--- src/rtl/lus_pkg.sv ---
// Package: shared widths, control-byte layout and pipeline field types
// for the load-use stall unit. Assumes a 32-entry register file whose
// last register is the hard-wired zero register.
package lus_pkg;
    localparam int REG_W     = 5;
    localparam int CTRL_W    = 8;
    localparam int MEMRD_BIT = 4;
    localparam int NUM_SRC   = 2;
    localparam logic [REG_W-1:0] ZERO_REG = REG_W'((1 << REG_W) - 1);

    // Fields carried by the fetch/decode register.
    typedef struct packed {
        logic [REG_W-1:0]  src_a;
        logic [REG_W-1:0]  src_b;
        logic [REG_W-1:0]  dst;
        logic [CTRL_W-1:0] ctrl;
    } ifid_t;

    // Fields carried by the decode/execute register that this block uses.
    typedef struct packed {
        logic [REG_W-1:0]  dst;
        logic [CTRL_W-1:0] ctrl;
    } idex_t;
endpackage

--- src/rtl/lus_detect.sv ---
// Module: lus_detect
// Combinational load-use comparison. It flags a hazard when the execute
// stage reads memory into a register other than the zero register and
// any decode-stage source names that register.
// Assumes the sources arrive packed, one REG_W-wide slot per source.
module lus_detect
    import lus_pkg::*;
#(
    parameter int N_SRC = NUM_SRC
) (
    input  logic                        ex_memrd,
    input  logic [REG_W-1:0]            ex_dst,
    input  logic [N_SRC-1:0][REG_W-1:0] id_src,
    output logic                        hazard
);
    logic [N_SRC-1:0] hit;

    // One equality comparator per decode-stage source.
    for (genvar g = 0; g < N_SRC; g++) begin : g_cmp
        assign hit[g] = (id_src[g] == ex_dst);
    end

    // Combine the comparators with the memory-read and zero-register terms.
    always_comb begin
        hazard = ex_memrd && (ex_dst != ZERO_REG) && (|hit);
    end
endmodule

--- src/rtl/lus_pc_reg.sv ---
// Module: lus_pc_reg
// Program counter. It advances by STEP when enabled and holds otherwise.
// Assumes a synchronous active-low reset to address zero.
module lus_pc_reg #(
    parameter int PC_W = 32,
    parameter int STEP = 4
) (
    input  logic            clk,
    input  logic            rst_n,
    input  logic            we,
    output logic [PC_W-1:0] pc
);
    localparam logic [PC_W-1:0] STEP_V = PC_W'(STEP);

    // Advance or hold the program counter.
    always_ff @(posedge clk) begin
        if (!rst_n)  pc <= '0;
        else if (we) pc <= pc + STEP_V;
    end
endmodule

--- src/rtl/lus_ifid_reg.sv ---
// Module: lus_ifid_reg
// Fetch/decode pipeline register with a write enable. When the enable is
// low it keeps its content, so the same instruction is decoded again.
// Resets to an all-zero no-op.
module lus_ifid_reg
    import lus_pkg::*;
(
    input  logic  clk,
    input  logic  rst_n,
    input  logic  we,
    input  ifid_t d,
    output ifid_t q
);
    // Capture the fetched fields or hold them during a stall.
    always_ff @(posedge clk) begin
        if (!rst_n)  q <= '0;
        else if (we) q <= d;
    end
endmodule

--- src/rtl/lus_idex_reg.sv ---
// Module: lus_idex_reg
// Decode/execute pipeline register. When the bubble select is high it
// stores an all-zero control byte, which turns the slot into a no-op.
// The destination field passes through unchanged in either case.
module lus_idex_reg
    import lus_pkg::*;
(
    input  logic  clk,
    input  logic  rst_n,
    input  logic  bubble,
    input  ifid_t d,
    output idex_t q
);
    // Load the next execute-stage entry, zeroing control on a bubble.
    always_ff @(posedge clk) begin
        if (!rst_n) begin
            q <= '0;
        end else begin
            q.dst  <= d.dst;
            q.ctrl <= bubble ? '0 : d.ctrl;
        end
    end
endmodule

--- src/rtl/lus_stall_top.sv ---
// Module: lus_stall_top
// Load-use stall unit. It connects the program counter, the fetch/decode
// and decode/execute registers, and the hazard detector. On a hazard it
// freezes the program counter and fetch/decode, and injects a zero-control
// bubble into decode/execute. That gives one stall cycle per load-use pair.
// Assumes fetch presents decoded fields for the instruction at pc.
module lus_stall_top
    import lus_pkg::*;
#(
    parameter int PC_W    = 32,
    parameter int PC_STEP = 4
) (
    input  logic              clk,
    input  logic              rst_n,
    input  logic [REG_W-1:0]  if_src_a,
    input  logic [REG_W-1:0]  if_src_b,
    input  logic [REG_W-1:0]  if_dst,
    input  logic [CTRL_W-1:0] if_ctrl,
    output logic [PC_W-1:0]   pc,
    output logic              pc_we,
    output logic              ifid_we,
    output logic              bubble_sel,
    output logic [CTRL_W-1:0] idex_ctrl,
    output logic [REG_W-1:0]  idex_dst
);
    ifid_t fetch_f;
    ifid_t ifid_q;
    idex_t idex_q;
    logic  hazard;
    logic [NUM_SRC-1:0][REG_W-1:0] dec_src;

    // Pack the fetch-side fields.
    always_comb begin
        fetch_f.src_a = if_src_a;
        fetch_f.src_b = if_src_b;
        fetch_f.dst   = if_dst;
        fetch_f.ctrl  = if_ctrl;
    end

    // Present the decode-stage sources to the detector.
    always_comb begin
        dec_src[0] = ifid_q.src_a;
        dec_src[1] = ifid_q.src_b;
    end

    lus_detect #(.N_SRC(NUM_SRC)) u_detect (
        .ex_memrd (idex_q.ctrl[MEMRD_BIT]),
        .ex_dst   (idex_q.dst),
        .id_src   (dec_src),
        .hazard   (hazard)
    );

    // Turn the hazard into the active-high enables and the bubble select.
    always_comb begin
        pc_we      = !hazard;
        ifid_we    = !hazard;
        bubble_sel = hazard;
    end

    lus_pc_reg #(.PC_W(PC_W), .STEP(PC_STEP)) u_pc (
        .clk   (clk),
        .rst_n (rst_n),
        .we    (pc_we),
        .pc    (pc)
    );

    lus_ifid_reg u_ifid (
        .clk   (clk),
        .rst_n (rst_n),
        .we    (ifid_we),
        .d     (fetch_f),
        .q     (ifid_q)
    );

    lus_idex_reg u_idex (
        .clk    (clk),
        .rst_n  (rst_n),
        .bubble (bubble_sel),
        .d      (ifid_q),
        .q      (idex_q)
    );

    // Drive the execute-stage outputs.
    always_comb begin
        idex_ctrl = idex_q.ctrl;
        idex_dst  = idex_q.dst;
    end
endmodule

--- config.mk ---
export PLATFORM = sky130hd
export DESIGN_NAME = lus_stall_top
export DESIGN_NICKNAME = d
export VERILOG_FILES = /design/src/rtl/lus_pkg.sv /design/src/rtl/lus_detect.sv /design/src/rtl/lus_pc_reg.sv /design/src/rtl/lus_ifid_reg.sv /design/src/rtl/lus_idex_reg.sv /design/src/rtl/lus_stall_top.sv
export SDC_FILE = /design/constraint.sdc
export NUM_CORES = 1
export LEC_CHECK = 0
export BUFFER_PORTS_ARGS = -buffer_cell sky130_fd_sc_hd__buf_2
export CAP_MARGIN = 15
export CORE_AREA = 2 2 90 92
export CTS_CLUSTER_DIAMETER = 60
export DETAILED_ROUTE_END_ITERATION = 10
export DIE_AREA = 0 0 92 94
export HOLD_SLACK_MARGIN = 0.03
export SKIP_LAST_GASP = 1
export SLEW_MARGIN = 0
export SYNTH_ARGS = -nofsm -noshare
export SYNTH_HDL_FRONTEND = slang
export SYNTH_HIERARCHICAL = 1
export SYNTH_SLANG_ARGS = --single-unit
--- constraint.sdc ---
create_clock -name clk -period 2.6 [get_ports clk]
set_input_delay 0.13 -clock clk [delete_from_list [all_inputs] [get_ports clk]]
set_output_delay 0.13 -clock clk [all_outputs]
set_load 0.03 [all_outputs]
### Word level (Yosys, flattened, before mapping)

Cells that the tools add are included.
Widths: inputs -> output; s select.

| operators by class | value |
|---|---|
| $add $sub $neg | 1 |
| equality and inequality tests | 3 |
| bitwise operators | 1 |
| reductions and logical operators | 5 |

Operators by type and width:

| kind | number |
|---|---|
| $add 32x3->32 const B | 1 |
| $eq 5x5->1 | 2 |
| $ne 5x5->1 const B | 1 |
| $reduce_or 2->1 | 2 |
| $logic_and 1x1->1 | 2 |
| $logic_not 1->1 | 1 |
| $not 1->1 | 1 |

| storage, ports and cells | value |
|---|---|
| bits in registers | 68 |
| input bits | 25 |
| output and inout port bits | 48 |
| word-level logic and storage cells | 17 |

### Longest topological paths before layout

| depth | value |
|---|---|
| depth after elaboration | 4 |
| depth in mapped cells | 12 |
| depth with buffers taken out | 9 |

### Hierarchy

The synthesis kept the hierarchy.

Modules (own cells, without submodules):

| module | times used | cells an instance | area an instance (sq um) | sequential area each (sq um) |
|---|---|---|---|---|
| lus_pc_reg | 1 | 164 | 1432.6 | 600.6 |
| lus_ifid_reg | 1 | 74 | 893.4 | 460.4 |
| lus_idex_reg | 1 | 27 | 382.9 | 260.2 |
| lus_detect | 1 | 18 | 126.4 | 0.0 |
| lus_stall_top | 1 | 2 | 11.3 | 0.0 |

### Least setup slack after synthesis

No wires, ideal clock.

| path | value |
|---|---|
| kind | flip-flop to flip-flop |
| from | register u_idex/q[8] in the netlist's numbering |
| to | register u_pc.pc[21] |
| library setup time | 118 ps |
| arrival | 3095 ps |
| data required time | 2482 ps |
| setup slack | -613 ps |
| cell stages (with the launch flop) | 12 |
| buffers on the path | 2 |
| period minus slack after synthesis | 3213 ps |
| cell sequence | dfxtp_1 xor2_1 nor3_1 nand3_1 a21oi_1 inv_1 clkbuf_1 nand4_1 or4_4 clkbuf_1 and3b_1 mux2i_1 |

| on the way | value |
|---|---|
| word-level cells in the longest chain between the ends | 3 |
| elaborated cells on any way between the ends | 6 |
| classes of those cells | 3 x eq/ne; 3 x reduce/logical |

Ends and longest elaborated chain:

| item | line | text |
|---|---|---|
| from (decl) | lus_idex_reg.sv:12 | `output idex_t q` |
| $eq 5x5->1 or $ne 5x5->1 (tied branches) | lus_detect.sv:20, lus_detect.sv:25 |  |
| $reduce_or 2->1 or $logic_and 1x1->1 (tied branches) | lus_detect.sv:25 | `hazard = ex_memrd && (ex_dst != ZERO_REG) && (\|hit);` |
| $logic_and 1x1->1 (*) | lus_detect.sv:25 |  |
| net bubble_sel | lus_stall_top.sv:22 | `output logic bubble_sel,` |
| to (signal assigned) | lus_pc_reg.sv:18 | `else if (we) pc <= pc + STEP_V;` |
| to (decl) | lus_pc_reg.sv:11 | `output logic [PC_W-1:0] pc` |

Mark *: on every way through the listed nets, which the timed path passes. The rest lies on a longest branch.
A chain may end at the register's enable or synchronous reset.

### Worst setup path in the final report

| path | value |
|---|---|
| from | register u_idex/q[11] in the netlist's numbering |
| to | register u_pc.pc[26] |

| on the way | value |
|---|---|
| word-level cells in the longest chain between the ends | 3 |
| elaborated cells on any way between the ends | 6 |
| classes of those cells | 3 x eq/ne; 3 x reduce/logical |

Ends and longest elaborated chain:

| item | line |
|---|---|
| $eq 5x5->1 or $ne 5x5->1 (tied branches) | lus_detect.sv:20, lus_detect.sv:25 |
| $reduce_or 2->1 or $logic_and 1x1->1 (tied branches) | lus_detect.sv:25 |
| $logic_and 1x1->1 (*) | lus_detect.sv:25 |

Every way passes the cells marked *; elsewhere a longest branch is shown, timed or not.

==> reports/metrics.cfg <==
[route]
wire_per_inst_um=13.3
drcViolationCount=0
drt_iter0_markers=75
vias=2266
wl_um=6130
dr.pass1.iters=4
vias_per_cell=4.93
postRouteAntennaNets=0

[synthesis]
syn_inst=285
synth.ff_latch_count=66
synth_area_leaders=dfxtp_1 (46%), mux2i_1 (8.8%), nor2b_1 (5.1%)
yosysTopAreaCellShare_pct=46.4
syn_avg_cell_area_um2=9.99
yosysUniqueCellTypes=36
synth_area_mm2=0.00285
synth-seq-area-share_pct=46.4
yosysWarnings=6
synth_top_cell_by_area=dfxtp_1

[critical_path]
path_max_fanout=29
r2r-start=u_idex/q[11]
crit_type=flop to flop
start_kind=flop
critPathArrivalTime_ns=2.56
cp.required_ns=2.87
slowest_stage=or4_4
max_stage_delay_ns=0.58
crit_start=u_idex/q[11]
crit_family=simple AND/OR/NAND/NOR gates
crit_buf_inv=1
crit_chain=xor2_1 > nor3_1 > nand3_1 > a21oi_4 > inv_2 > nand4_1 > or4_4 > or4_1 > a21oi_1
end_kind=flop

[timing]
tightest_slew_ns=0.533
drv_slew=0
hold_viol_final=0
skew_ns=0.00857
tns_ns=0
whs_ns=0.0490
rsz0062_at_grt=no
period_minus_slack_ns=2.29
setup_violations=0
worst_slack_ns=0.312
fin_crit_sh_pct=88.0
relSlewSlack_pct=64.5
fmax_mhz=437

[floorplanning]
io_pins=73
rows=32
die_w_um=92
die_h_um=94
dieArea_mm2=0.00865
initial_core_util_pct=37.4
core_area_mm2=0.00761

[hold_path]
hold_class=input pin to flop
worstHoldStart=if_ctrl[2]

[cts]
tritoncts=built
htreeDepth=3
cts_setup_buffers=0
ctsResizeCount=0
clock_latency_ns=0.34
cts_made_buffers=9
cts_root_buf=clkbuf_8
ctsHoldBuffers=0
clockBufferDepth=2
clkTransAtPathRegs_ns=0.08
cts_sinks=66

[place]
place_ws_ns=0.341
hpwl_um=4140
placedCellCount=444
place_congestion=0.803
port_buffers=70

[final_layout]
nets=379
antennaDiodeCount=0
layout.cells.non_filler=460
areaGrowthSynthToFinish_pct=22.9
drive_gt1_share_pct=30.2
final_util_pct=46.0

[global_route]
grt_max_degree=30
antenna_found_initial=0
grt_first_pass_wirelength_um=10100
grt_pass1_vias=2105
grt-ovfl-total=0
grt_usage_pct=14.8

[power]
ir_drop_mv=0.290
p_per_area_mw_per_mm2=654
p_leak_nw=1.61

[outcome]
status=complete, no violations

[run]
drv_cap=0

-- Yosys cell counts, drive strengths merged --
library cell and instances:
nor3 4, or3 6, o21a 3, nor2b 23, inv 4, clkbuf 10, and3b 9, a21oi 12
o311ai 1, and2 7, mux2i 25, o21ai 7, o31a 3, ha 1, xor2 11, nand2 9
nand2b 2, nand4 13, nor2 14, nor4 8, conb 1, nand3 11, and4 3, buf 8
or4 6, o41ai 1, o31ai 5, xnor2 12, dfxtp 66
-- sequential cells by signal (all words and copies together) (netlist names) --
register  cells
u_ifid/q     23
u_pc/pc      30
u_idex/q     13
-- area by class of cell --
| class | instances | area [um2] |
|---|---|---|
| Inverter | 4 | 15.0 |
| Multi-Input combinational cell | 198 | 1390 |
| Clock inverter | 6 | 95.1 |
| Timing Repair Buffer | 74 | 380 |
| Sequential cell | 66 | 1340 |
| Fill cell | 755 | 4110 |
| Clock buffer | 10 | 149 |
| Tap cell | 102 | 128 |
-- report_power, final --
group	switching, mW	leakage, nW	internal [mW]
Sequential	0.0265	0.544	1.04
Clock	0.422	0.123	0.608
Combinational	0.111	0.939	0.0766
-- placed cells by master (no fill, tap or decap), drive strengths merged, types with 6 or more instances in the layout --
master  netlist  layout
dfxtp        66      66
nor2         14      14
a21oi        12      12
or4           6       6
buf           8      74
xnor2        12      12
nand4        13      13
xor2         11      11
nor2b        23      23
or3           6       6
nor4          8       8
inv           4       6
o21ai         7       7
clkbuf       10      10
nand3        11      11
mux2i        25      25
and2          7       7
nand2         9       9
and3b         9       9
-- path summary, 6_finish.rpt --
kind | to | slack, ns | depth (start not counted)
worst max-delay path | u_pc/pc[26] | 0.31 | 9
worst min-delay path | u_ifid/q[2] | 0.05 | 3
worst max register to register | u_pc/pc[26] | 0.31 | 9
worst min register to register | u_idex/q[11] | 0.48 | 1
-- metrics by stage --
step           area, um2  power, mW
3_3_place_gp        3250       1.28
4_1_cts             3500       2.32
6_report            3500       2.29
3_5_place_dp        3250       1.28
2_1_floorplan       2880       1.23
5_1_grt             3500       2.39
-- tightest hold or removal path: stages --
cell     delay (ns)
buf_2          0.07
mux2i_1        0.06
nor2b_1        0.09
-- layer usage --
metal	global-route usage (%)	routed length, um	vias up
met5	0	0	-
met2	22.7	2660	65
met4	8.21	142	0
met1	19.0	2940	1043
met3	3.77	378	12
li1	-	-	1146
-- cells by family after synthesis --
kind of cell / Yosys count / synth area share [%]
AO/OA/AOI/OAI: 32 / 6.99
XOR/XNOR: 23 / 7.08
adder cells (fa/ha/maj): 1 / 0.439
buffers and inverters: 22 / 5.23
flip-flops: 66 / 46.4
multiplexers: 25 / 8.79
other: 1 / 0.132
AND/OR/NAND/NOR: 115 / 24.9
Note: power is estimated with default switching activity, not from simulation.
